$ cat config.mk
export PLATFORM = sky130hd
export DESIGN_NAME = nand_ecc_csr
export DESIGN_NICKNAME = d
export VERILOG_FILES = /design/src/rtl/necc_pkg.sv /design/src/rtl/necc_pass_fsm.sv /design/src/rtl/necc_parity_file.sv /design/src/rtl/necc_report_file.sv /design/src/rtl/nand_ecc_csr.sv
export SDC_FILE = /design/constraint.sdc
export NUM_CORES = 1
export LEC_CHECK = 0
export ABC_AREA = 0
export BUFFER_PORTS_ARGS = -buffer_cell sky130_fd_sc_hd__clkbuf_2
export CAP_MARGIN = 20
export CORE_MARGIN = 4
export CORE_UTILIZATION = 30
export CTS_BUF_LIST = sky130_fd_sc_hd__clkbuf_16
export DETAILED_ROUTE_END_ITERATION = 10
export REMOVE_ABC_BUFFERS = 1
export SETUP_SLACK_MARGIN = 0.05
export SYNTH_ARGS = -nofsm -noshare
export SYNTH_HDL_FRONTEND = slang
export SYNTH_SLANG_ARGS = --single-unit
$ cat constraint.sdc
create_clock -name clk -period 2.35 [get_ports clk]
set_input_delay 0.235 -clock clk [delete_from_list [all_inputs] [get_ports clk]]
set_output_delay 0.235 -clock clk [all_outputs]
set_load 0.005 [all_outputs]
$ cat src/rtl/necc_pkg.sv
package necc_pkg;
  typedef enum logic [2:0] {
    PS_FILL  = 3'd0,
    PS_WAITP = 3'd1,
    PS_KICK  = 3'd2,
    PS_BUSY  = 3'd3,
    PS_DONE  = 3'd4
  } pass_e;

  // control bit positions (software contract)
  localparam int CB_EN   = 0;
  localparam int CB_RST  = 1;
  localparam int CB_RS   = 2;
  localparam int CB_ENC  = 3;
  localparam int CB_PRDY = 4;

  // status bit positions
  localparam int SB_ENCF = 0;
  localparam int SB_DECF = 1;
  localparam int SB_ERR  = 2;
  localparam int SB_UNC  = 3;
  localparam int SB_CNT  = 4;
endpackage

$ cat src/rtl/necc_pass_fsm.sv
module necc_pass_fsm
  import necc_pkg::*;
#(
  parameter int CHUNK_BYTES = 512
) (
  input  logic clk,
  input  logic rst_n,
  input  logic clr,
  input  logic en,
  input  logic enc_sel,
  input  logic prdy,
  input  logic byte_vld,
  input  logic codec_done,
  output logic codec_start,
  output logic pass_enc,
  output logic pass_fin
);
  localparam int BCW = $clog2(CHUNK_BYTES);
  localparam logic [BCW-1:0] LAST = BCW'(CHUNK_BYTES - 1);

  pass_e          st_q, st_d;
  logic [BCW-1:0] bc_q, bc_d;
  logic           enc_q, enc_d;

  always_comb begin
    st_d  = st_q;
    bc_d  = bc_q;
    enc_d = enc_q;
    if (clr) begin
      st_d = PS_FILL;
      bc_d = '0;
    end else begin
      case (st_q)
        PS_FILL: begin
          if (en && byte_vld) begin
            if (bc_q == LAST) begin
              enc_d = enc_sel;
              st_d  = enc_sel ? PS_KICK : PS_WAITP;
            end else begin
              bc_d = bc_q + BCW'(1);
            end
          end
        end
        PS_WAITP: if (en && prdy) st_d = PS_KICK;
        PS_KICK:  st_d = PS_BUSY;
        PS_BUSY:  if (codec_done) st_d = PS_DONE;
        default:  ;
      endcase
    end
  end

  always_ff @(posedge clk or negedge rst_n) begin
    if (!rst_n) begin
      st_q  <= PS_FILL;
      bc_q  <= '0;
      enc_q <= 1'b0;
    end else begin
      st_q  <= st_d;
      bc_q  <= bc_d;
      enc_q <= enc_d;
    end
  end

  assign codec_start = (st_q == PS_KICK);
  assign pass_enc    = enc_q;
  assign pass_fin    = (st_q == PS_BUSY) && codec_done;


  kick_pulse_chk: assert property (@(posedge clk) disable iff (!rst_n)
    codec_start |=> !codec_start);

  dec_gate_chk: assert property (@(posedge clk) disable iff (!rst_n)
    ($rose(codec_start) && !pass_enc) |-> $past(prdy));

  count_hold_chk: assert property (@(posedge clk) disable iff (!rst_n)
    (st_q != PS_FILL) |=> ($stable(bc_q) || bc_q == '0));

  clr_chk: assert property (@(posedge clk) disable iff (!rst_n)
    clr |=> (st_q == PS_FILL && bc_q == '0));
endmodule

$ cat src/rtl/necc_parity_file.sv
module necc_parity_file #(
  parameter int NBYTES = 9,
  parameter int IW     = $clog2(NBYTES)
) (
  input  logic              clk,
  input  logic              rst_n,
  input  logic              clr,
  input  logic              wr_en,
  input  logic [IW-1:0]     wr_idx,
  input  logic [7:0]        wr_byte,
  input  logic              cap_en,
  input  logic [NBYTES*8-1:0] cap_bus,
  output logic [NBYTES*8-1:0] par_bus
);
  for (genvar k = 0; k < NBYTES; k++) begin : g_byte
    logic [7:0] b_q, b_d;
    always_comb begin
      b_d = b_q;
      if (clr)                                 b_d = '0;
      else if (cap_en)                         b_d = cap_bus[k*8 +: 8];
      else if (wr_en && wr_idx == IW'(k))      b_d = wr_byte;
    end
    always_ff @(posedge clk or negedge rst_n) begin
      if (!rst_n) b_q <= '0;
      else        b_q <= b_d;
    end
    assign par_bus[k*8 +: 8] = b_q;
  end


  cap_chk: assert property (@(posedge clk) disable iff (!rst_n)
    (cap_en && !clr) |=> (par_bus == $past(cap_bus)));
endmodule

$ cat src/rtl/necc_report_file.sv
module necc_report_file #(
  parameter int N_REP  = 4,
  parameter int IDX_W  = 10,
  parameter int MASK_W = 9,
  parameter int CNT_W  = 3,
  parameter int RW     = IDX_W + MASK_W
) (
  input  logic               clk,
  input  logic               rst_n,
  input  logic               clr,
  input  logic               cap_en,
  input  logic [CNT_W-1:0]   cnt_in,
  input  logic [N_REP*RW-1:0] rep_in,
  output logic [N_REP*RW-1:0] rep_out
);
  for (genvar k = 0; k < N_REP; k++) begin : g_rep
    logic [RW-1:0] r_q, r_d;
    always_comb begin
      r_d = r_q;
      if (clr)         r_d = '0;
      else if (cap_en) r_d = (cnt_in > CNT_W'(k)) ? rep_in[k*RW +: RW] : '0;
    end
    always_ff @(posedge clk or negedge rst_n) begin
      if (!rst_n) r_q <= '0;
      else        r_q <= r_d;
    end
    assign rep_out[k*RW +: RW] = r_q;
  end


  top_slot_chk: assert property (@(posedge clk) disable iff (!rst_n)
    (cap_en && !clr && cnt_in < CNT_W'(N_REP)) |=> (rep_out[N_REP*RW-1 -: RW] == '0));
endmodule

$ cat src/rtl/nand_ecc_csr.sv
module nand_ecc_csr
  import necc_pkg::*;
#(
  parameter int CHUNK_BYTES = 512,
  parameter int PAR_BYTES   = 9,
  parameter int N_REP       = 4,
  parameter int IDX_W       = 10,
  parameter int MASK_W      = 9,
  parameter int ADDR_W      = 4,
  parameter int CNT_W       = $clog2(N_REP + 1)
) (
  input  logic                          clk,
  input  logic                          rst_n,
  input  logic                          bus_wr,
  input  logic [ADDR_W-1:0]             bus_addr,
  input  logic [7:0]                    bus_wdata,
  output logic [31:0]                   bus_rdata,
  input  logic                          byte_vld,
  output logic                          codec_start,
  output logic                          codec_encode,
  output logic                          codec_rs,
  output logic [PAR_BYTES*8-1:0]        codec_par_out,
  input  logic                          codec_done,
  input  logic [PAR_BYTES*8-1:0]        codec_par_in,
  input  logic [CNT_W-1:0]              codec_err_cnt,
  input  logic                          codec_uncor,
  input  logic [N_REP*(IDX_W+MASK_W)-1:0] codec_reports
);
  localparam int PAR_BASE = 2;
  localparam int REP_BASE = PAR_BASE + PAR_BYTES;
  localparam int RW       = IDX_W + MASK_W;
  localparam int PIW      = $clog2(PAR_BYTES);
  localparam int SW       = SB_CNT + CNT_W;

  logic [4:0]    ctrl_q, ctrl_d;
  logic [SW-1:0] st_q, st_d;
  logic          ctrl_wr, sts_wr, sw_clr, par_wr;
  logic [PIW-1:0] par_idx;
  logic          pass_enc, pass_fin;
  logic [N_REP*RW-1:0] rep_bus;

  assign ctrl_wr = bus_wr && (bus_addr == ADDR_W'(0));
  assign sts_wr  = bus_wr && (bus_addr == ADDR_W'(1));
  assign sw_clr  = ctrl_wr && bus_wdata[CB_RST];
  assign par_wr  = bus_wr && (int'(bus_addr) >= PAR_BASE) && (int'(bus_addr) < REP_BASE);
  assign par_idx = PIW'(int'(bus_addr) - PAR_BASE);

  // control register: reset bit is a strobe, never stored
  always_comb begin
    ctrl_d = ctrl_q;
    if (ctrl_wr) begin
      ctrl_d         = bus_wdata[4:0];
      ctrl_d[CB_RST] = 1'b0;
    end
  end

  // status: software AND-clear, hardware set has the last word
  always_comb begin
    st_d = sts_wr ? (st_q & bus_wdata[SW-1:0]) : st_q;
    if (pass_fin && pass_enc) st_d[SB_ENCF] = 1'b1;
    if (pass_fin && !pass_enc) begin
      st_d[SB_DECF]          = 1'b1;
      st_d[SB_ERR]           = (codec_err_cnt != '0) || codec_uncor;
      st_d[SB_UNC]           = codec_uncor;
      st_d[SB_CNT +: CNT_W]  = codec_err_cnt;
    end
  end

  always_ff @(posedge clk or negedge rst_n) begin
    if (!rst_n) begin
      ctrl_q <= '0;
      st_q   <= '0;
    end else begin
      ctrl_q <= ctrl_d;
      st_q   <= st_d;
    end
  end

  necc_pass_fsm #(.CHUNK_BYTES(CHUNK_BYTES)) u_fsm (
    .clk(clk), .rst_n(rst_n), .clr(sw_clr),
    .en(ctrl_q[CB_EN]), .enc_sel(ctrl_q[CB_ENC]), .prdy(ctrl_q[CB_PRDY]),
    .byte_vld(byte_vld), .codec_done(codec_done),
    .codec_start(codec_start), .pass_enc(pass_enc), .pass_fin(pass_fin)
  );

  necc_parity_file #(.NBYTES(PAR_BYTES), .IW(PIW)) u_par (
    .clk(clk), .rst_n(rst_n), .clr(sw_clr),
    .wr_en(par_wr), .wr_idx(par_idx), .wr_byte(bus_wdata),
    .cap_en(pass_fin && pass_enc), .cap_bus(codec_par_in),
    .par_bus(codec_par_out)
  );

  necc_report_file #(.N_REP(N_REP), .IDX_W(IDX_W), .MASK_W(MASK_W), .CNT_W(CNT_W), .RW(RW)) u_rep (
    .clk(clk), .rst_n(rst_n), .clr(sw_clr),
    .cap_en(pass_fin && !pass_enc), .cnt_in(codec_err_cnt),
    .rep_in(codec_reports), .rep_out(rep_bus)
  );

  assign codec_encode = pass_enc;
  assign codec_rs     = ctrl_q[CB_RS];

  always_comb begin
    bus_rdata = '0;
    if (bus_addr == ADDR_W'(0)) bus_rdata[4:0]    = ctrl_q;
    if (bus_addr == ADDR_W'(1)) bus_rdata[SW-1:0] = st_q;
    for (int k = 0; k < PAR_BYTES; k++)
      if (bus_addr == ADDR_W'(PAR_BASE + k)) bus_rdata[7:0] = codec_par_out[k*8 +: 8];
    for (int k = 0; k < N_REP; k++)
      if (bus_addr == ADDR_W'(REP_BASE + k)) begin
        bus_rdata[MASK_W-1:0]  = rep_bus[k*RW +: MASK_W];
        bus_rdata[16 +: IDX_W] = rep_bus[k*RW + MASK_W +: IDX_W];
      end
  end


  enc_flag_chk: assert property (@(posedge clk) disable iff (!rst_n)
    (pass_fin && pass_enc) |=> st_q[SB_ENCF]);

  hw_win_chk: assert property (@(posedge clk) disable iff (!rst_n)
    (pass_fin && !pass_enc) |=> st_q[SB_DECF]);

  cnt_bound_chk: assert property (@(posedge clk) disable iff (!rst_n)
    st_q[SB_CNT +: CNT_W] <= CNT_W'(N_REP));

  clear_chk: assert property (@(posedge clk) disable iff (!rst_n)
    (sts_wr && bus_wdata == '0 && !pass_fin) |=> (st_q == '0));

  keep_chk: assert property (@(posedge clk) disable iff (!rst_n)
    (ctrl_wr && !bus_wdata[CB_RST] && !pass_fin) |=> ($stable(codec_par_out) && $stable(rep_bus)));
endmodule

### Yosys cells after proc, flatten, opt, wreduce, memory -nomap -nowiden

Cells that the tools add are included.

* register bits after elaboration: 172
* latch bits: 0
* memory bits (writable): 0
* bits in read-only memories: 0
* input bits: 169
* output and inout port bits: 107
* logic and storage cells: 175
* memories kept: 0

* add/sub/neg operators: 2
* $mul: 0
* divide/modulo/power cells: 0
* $lt $le $gt $ge: 6
* equality and inequality tests: 31
* shift-type cells: 0
* multiplexer cells: 72
* bitwise gates (word level): 2
* reductions and logical operators: 43

Operators by type and width (number)
* $mux W8: 36
* $mux W19: 12
* $mux W9: 8
* $mux W10: 4
* $eq A4 B3 Y1 const B: 8
* $eq A4 B4 Y1 const B: 8
* $reduce_bool A3 Y1: 10
* $logic_and A1 B1 Y1: 19
* $eq A4 B2 Y1 const B: 4
* $mux W3: 5
* $mux W7: 2
* $pmux W3 S4: 1
* $reduce_bool A2 Y1: 5
* $add A9 B1 Y9 const B: 1
* $eq A9 B9 Y1 const B: 1
* $ne A3 B2 Y1 const B: 3
* $eq A4 B1 Y1 const B: 2
* $logic_not A4 Y1: 2
* $and A7 B7 Y7: 1
* $eq A3 B2 Y1 const B: 2
* $gt A3 B1 Y1 const B: 2
* $gt A3 B2 Y1 const B: 2
* $mux W6: 1
* $mux W5: 1
* other kinds (16): 16

### Logic depth before layout (Yosys ltp)

* depth in word-level cells: 16
* gate-level depth with buffers: 10
* gate-level depth less buffers: 9

### Hierarchy

From an unflattened synthesis, not the netlist that was laid out.

* cell total of the unflattened synthesis: 998
* area total of the unflattened synthesis: 10149.7 µm²

By module, submodules not included
* necc_parity_file: times used 1, cells an instance 436, area each 4384.2 µm², seq. area each 1801.7 µm²
* necc_report_file: times used 1, cells an instance 180, area each 2797.7 µm², seq. area each 1901.8 µm²
* nand_ecc_csr: times used 1, cells an instance 296, area each 2134.5 µm², seq. area each 275.3 µm²
* necc_pass_fsm: times used 1, cells an instance 86, area each 833.3 µm², seq. area each 325.3 µm²

### Least setup slack after synthesis

No wires, ideal clock.

* kind: input to register
* start: input bus_addr[1]
* end: register u_par.g_byte[3].b_q[0]
* library setup time: 0.125 ns
* arrival: 2.142 ns
* data required time: 2.225 ns
* path slack: 0.083 ns
* cell stages on the path: 9
* buffers on the path: 2
* cells stage by stage: buf_2 buf_2 clkinv_1 ha_1 nor3b_1 a22o_4 nand3_1 nand3_2 mux2_2

* word-level cells in the longest chain between the ends: 5
* elaborated cells between the ends (all ways): 12
* classes of those cells: add/sub: 1; order compare: 2; eq/ne: 1; mux: 1; reduce/logical: 7

RTL lines
* start, declared: line nand_ecc_csr.sv:15 `input logic [ADDR_W-1:0] bus_addr,`
* parallel branches: the longest is 5 deep, another holds $sub A4 B2 Y4
* end signal, assigned: line necc_parity_file.sv:24 `if (!rst_n) b_q <= '0;`
* end signal, assigned: line necc_parity_file.sv:25 `else b_q <= b_d;`
* end, declared: line necc_parity_file.sv:16 `logic [7:0] b_q, b_d;`

Parallel ways; which one is timed is not known.
A chain may end at the register's enable or synchronous reset.

### Final worst setup path

* start: register ctrl_q[0]
* end: output bus_rdata[0]

* word-level cells in the longest chain between the ends: 15

RTL lines
* start, declared: line nand_ecc_csr.sv:35 `logic [4:0] ctrl_q, ctrl_d;`
* start signal, assigned: line nand_ecc_csr.sv:74 `ctrl_q <= ctrl_d;`
* $mux W5: line nand_ecc_csr.sv:104 `if (bus_addr == ADDR_W'(0)) bus_rdata[4:0] = ctrl_q;`
* $mux W7: line nand_ecc_csr.sv:105 `if (bus_addr == ADDR_W'(1)) bus_rdata[SW-1:0] = st_q;`
* $mux W8 (9 in a row): line nand_ecc_csr.sv:107 `if (bus_addr == ADDR_W'(PAR_BASE + k)) bus_rdata[7:0] = codec_par_out[k*8 +: 8];`
* $mux W9 (4 in a row): line nand_ecc_csr.sv:109 `if (bus_addr == ADDR_W'(REP_BASE + k)) begin`
* end, declared: line nand_ecc_csr.sv:17 `output logic [31:0] bus_rdata,`

No other way between the ends.

==> run summary <==
outcome: complete, but fails checks
failing checks: negative setup slack
CP max FO: 2
Int Pwr: 6974 uW
Layout Cells excl Fill: 1,619
PwrDens: 864.4 nW/um^2
first-pass GRT wire length: 54,490 microns
Relative slew margins: 54.71%
global-route layer with the greatest usage: met2
layout cell share with drive strength beyond 1: 35.73%
Layout Skew: 12.54 ps
DIE AREA: 32,950 sq um
FFs w/ async S/R, synth: 100.0%
M1 GR Usage: 29.12%
CP cell instances: nand2_2, a222oi_1, buf_4, o211ai_1, a221oi_2, buf_2
DRT Pass-1 Iters: 5
Slew @ Worst Pin: 670.8 ps
Crit Path Class: reg -> out
synthesized instance count: 903
Layout area overhead: 32.04%
Global Route Usage Sum: 21.43%
Worst setup SP type: flip-flop
CP required: 2120 ps
core area: 29,640 sq um
Netlist cell types: 68
synth warn: 0
Fillers: 3,008
vias in the first global route: 8,782
die span in x: 181.5 microns
die height: 181.5 microns
final core occ: 40.24%
Clk pwr share: 28.8%
register area: 4307 sq um
CP endpoint kind: output pin
final worst setup slack: -59.32 ps
leakage: 0.005720 uW
largest net degree at the start of global routing: 64
Reg clk slew, reported paths: 60 ps
Max Root-Sink Buffers: 2
Worst-Skew Late Latency: 440 ps
CP arrival: 2170 ps
Final Cycle Share: 102.5%
RSZ-0062 raised after global routing: yes
H-tree depth: 4
total vias in the final route: 8,817
placer congestion estimate: 0.9509
Fin Hold WS: 19.85 ps
logic gate share of total power: 25.1%
met3 usage: 5.288%
Post-synth EDFFs: 0
total gr overflow: 0
Routed Antenna Nets: 0
Max VDD drop: 0.5716 mV
critical path's top delay family: compound AO/OA/AOI/OAI gates
initial antenna violation count: 8
Sw Pwr: 3335 uW
placed wire-length estimate: 27,800 microns
area of the multi-input gates: 4338 sq um
Rows: 63
Reg2Reg Setup Slack: 240 ps
Achievable Freq: 0.4151 GHz
sequential fraction of the synthesis area: 47.65%
ys flop type: dfrtp_1
max-cap viol count: 0
Initial Utilization: 30.48%
Min-Delay Path Class: in -> reg
Tmin final: 2409 ps
via-per-instance ratio: 5.446
WP buf/inv: 2
final hold violation count: 0
Mean Syn Cell Area: 10.00 sq um
# clock sinks: 172
final setup fails: 1
CTS tree: built
slowest stage cell on the critical path: a222oi_1
Final nets: 1,382
max-slew violation count: 0
met2 usage: 33.27%
# port buffers: 262
CTS Buf Count: 17
CTS Root Cell: clkbuf_16
Sequential Power Share: 46.1%
DR iter-0 viols: 851
Switching Share: 32.35%
DRC: 0
Wirelength per Cell: 22.49 microns
Total Wirelength: 36,420 microns
Post-Syn Area: 9032 sq um
Placed Cells: 1,571
CP max stage delay: 430 ps
I/O pin count: 276
Synth Register Bits: 172
cells by family (layout without fill, tap and decap cells):
family	after synthesis	after routing	synth area share (%)
xor+xnor	8	8	0.7758
mux	23	23	2.895
flops	172	172	47.65
buf+inv	92	400	5.749
simple gates	242	242	13.13
other cells	1	19	0.04152
fa+ha+maj	3	3	0.4156
compound gates	362	362	29.34
cells in the mapped netlist (9+ instances only):
library cell    n  area [sq um]
a21oi_1        99         495.5
a221o_1        11         110.1
nor2b_1         9         56.30
a22o_1         78         683.2
nor3_1         10         50.05
nand2_1       104         390.4
dfrtp_1       172          4304
o31ai_1        65         488.0
buf_6          10         112.6
nand3_1        38         190.2
buf_2          36         180.2
clkbuf_1       22         82.58
o22ai_1        12         75.07
o21ai_0        38         190.2
mux2_2         15         168.9
buf_4          14         105.1
nor2_1         36         135.1
stage by stage:
step / power, uW / TNS (ps) / setup WS [ps] / cell area (sq um)
after global placement: 7235 / -291.5 / -49.22 / 11140
after CTS: 10310 / -73.04 / -68.65 / 11840
after floorplan: 5764 / -237980 / -1862 / 8588
after detailed placement: 7285 / -889.6 / -70.61 / 11140
final: 10310 / -59.32 / -59.32 / 11930
after global routing: 10850 / -144.1 / -113.6 / 11920
layer usage:
layer	vias to the layer above	wire, microns
li1	4012	-
met1	4291	15400
met2	448	16790
met3	62	3173
met4	4	1025
met5	-	24
power by group through the flow:
stage | combinational, uW | sequential, uW | clock (uW)
6_report | 2590 | 4750 | 2970
5_1_grt | 2870 | 4840 | 3140
4_1_cts | 2580 | 4720 | 3010
3_5_place_dp | 2520 | 4770 | 0
3_3_place_gp | 2470 | 4770 | 0
2_1_floorplan | 1310 | 4460 | 0
registers in the layout, summed over array words and instances (netlist names):
register / cells
u_fsm.st_q: 3
u_fsm.bc_q: 9
st_q: 7
u_par.g_byte.b_q: 72
u_rep.g_rep.r_q: 76
u_fsm.pass_enc: 1
ctrl_q: 4
what timing repair did:
item | CTS | global route
endpoints found under the setup margin | 17 | 13
buffers inserted | 2 | 4
hold endpoints to repair | 58 | 0
gates resized for setup | 10 | 16
pin swaps | 4 | 6
hold buffers | 4 | 0
final timing paths:
path                            cells after the start                   from                      to
max in group asynchronous                           3                  rst_n  u_par.g_byte[1].b_q[5]
worst max register to register                      9          u_fsm.bc_q[2]           u_fsm.bc_q[7]
min in group asynchronous                           2                  rst_n  u_rep.g_rep[0].r_q[11]
worst min-delay path                                2      codec_reports[16]  u_rep.g_rep[0].r_q[16]
worst max-delay path                                6              ctrl_q[0]            bus_rdata[0]
worst min register to register                      1  u_rep.g_rep[3].r_q[8]   u_rep.g_rep[3].r_q[8]
placed cells by master (no fill, tap or decap), types with 4 or more instances in the layout:
| master | count |
|---|---|
| nand4_1 | 4 |
| a22oi_1 | 4 |
| nand2b_1 | 7 |
| mux2i_1 | 7 |
| dfrtp_1 | 170 |
| buf_4 | 88 |
| nand2_1 | 103 |
| bufinv_16 | 4 |
| buf_12 | 6 |
| a221o_1 | 11 |
| a222oi_1 | 5 |
| nor2b_1 | 9 |
| a311oi_4 | 5 |
| a21o_1 | 5 |
| o21ai_0 | 37 |
| xor2_1 | 7 |
| nor3_1 | 8 |
| a21oi_1 | 99 |
| clkinvlp_4 | 4 |
| nand3_1 | 38 |
| dlygate4sd3_1 | 4 |
| clkbuf_2 | 256 |
| a22o_1 | 78 |
| clkbuf_16 | 17 |
| inv_1 | 9 |
| o31ai_1 | 65 |
| a31oi_1 | 6 |
| and3_1 | 7 |
| nor2_1 | 33 |
| diode_2 | 6 |
| clkinv_1 | 4 |
| buf_2 | 4 |
| o22ai_1 | 11 |
| a21boi_1 | 7 |
| conb_1 | 13 |
| mux2_2 | 14 |
area by class of cell:
class | count | share of cell area (%)
clock inverters | 15 | 1.532
inverters | 8 | 0.2518
multi-input cells | 651 | 36.37
flip-flops and latches | 172 | 36.11
repair buffers | 360 | 17.95
clock buffers | 17 | 3.567
diodes | 6 | 0.1259
well taps | 390 | 4.091
No activity file was read; power rests on OpenSTA's default activity.
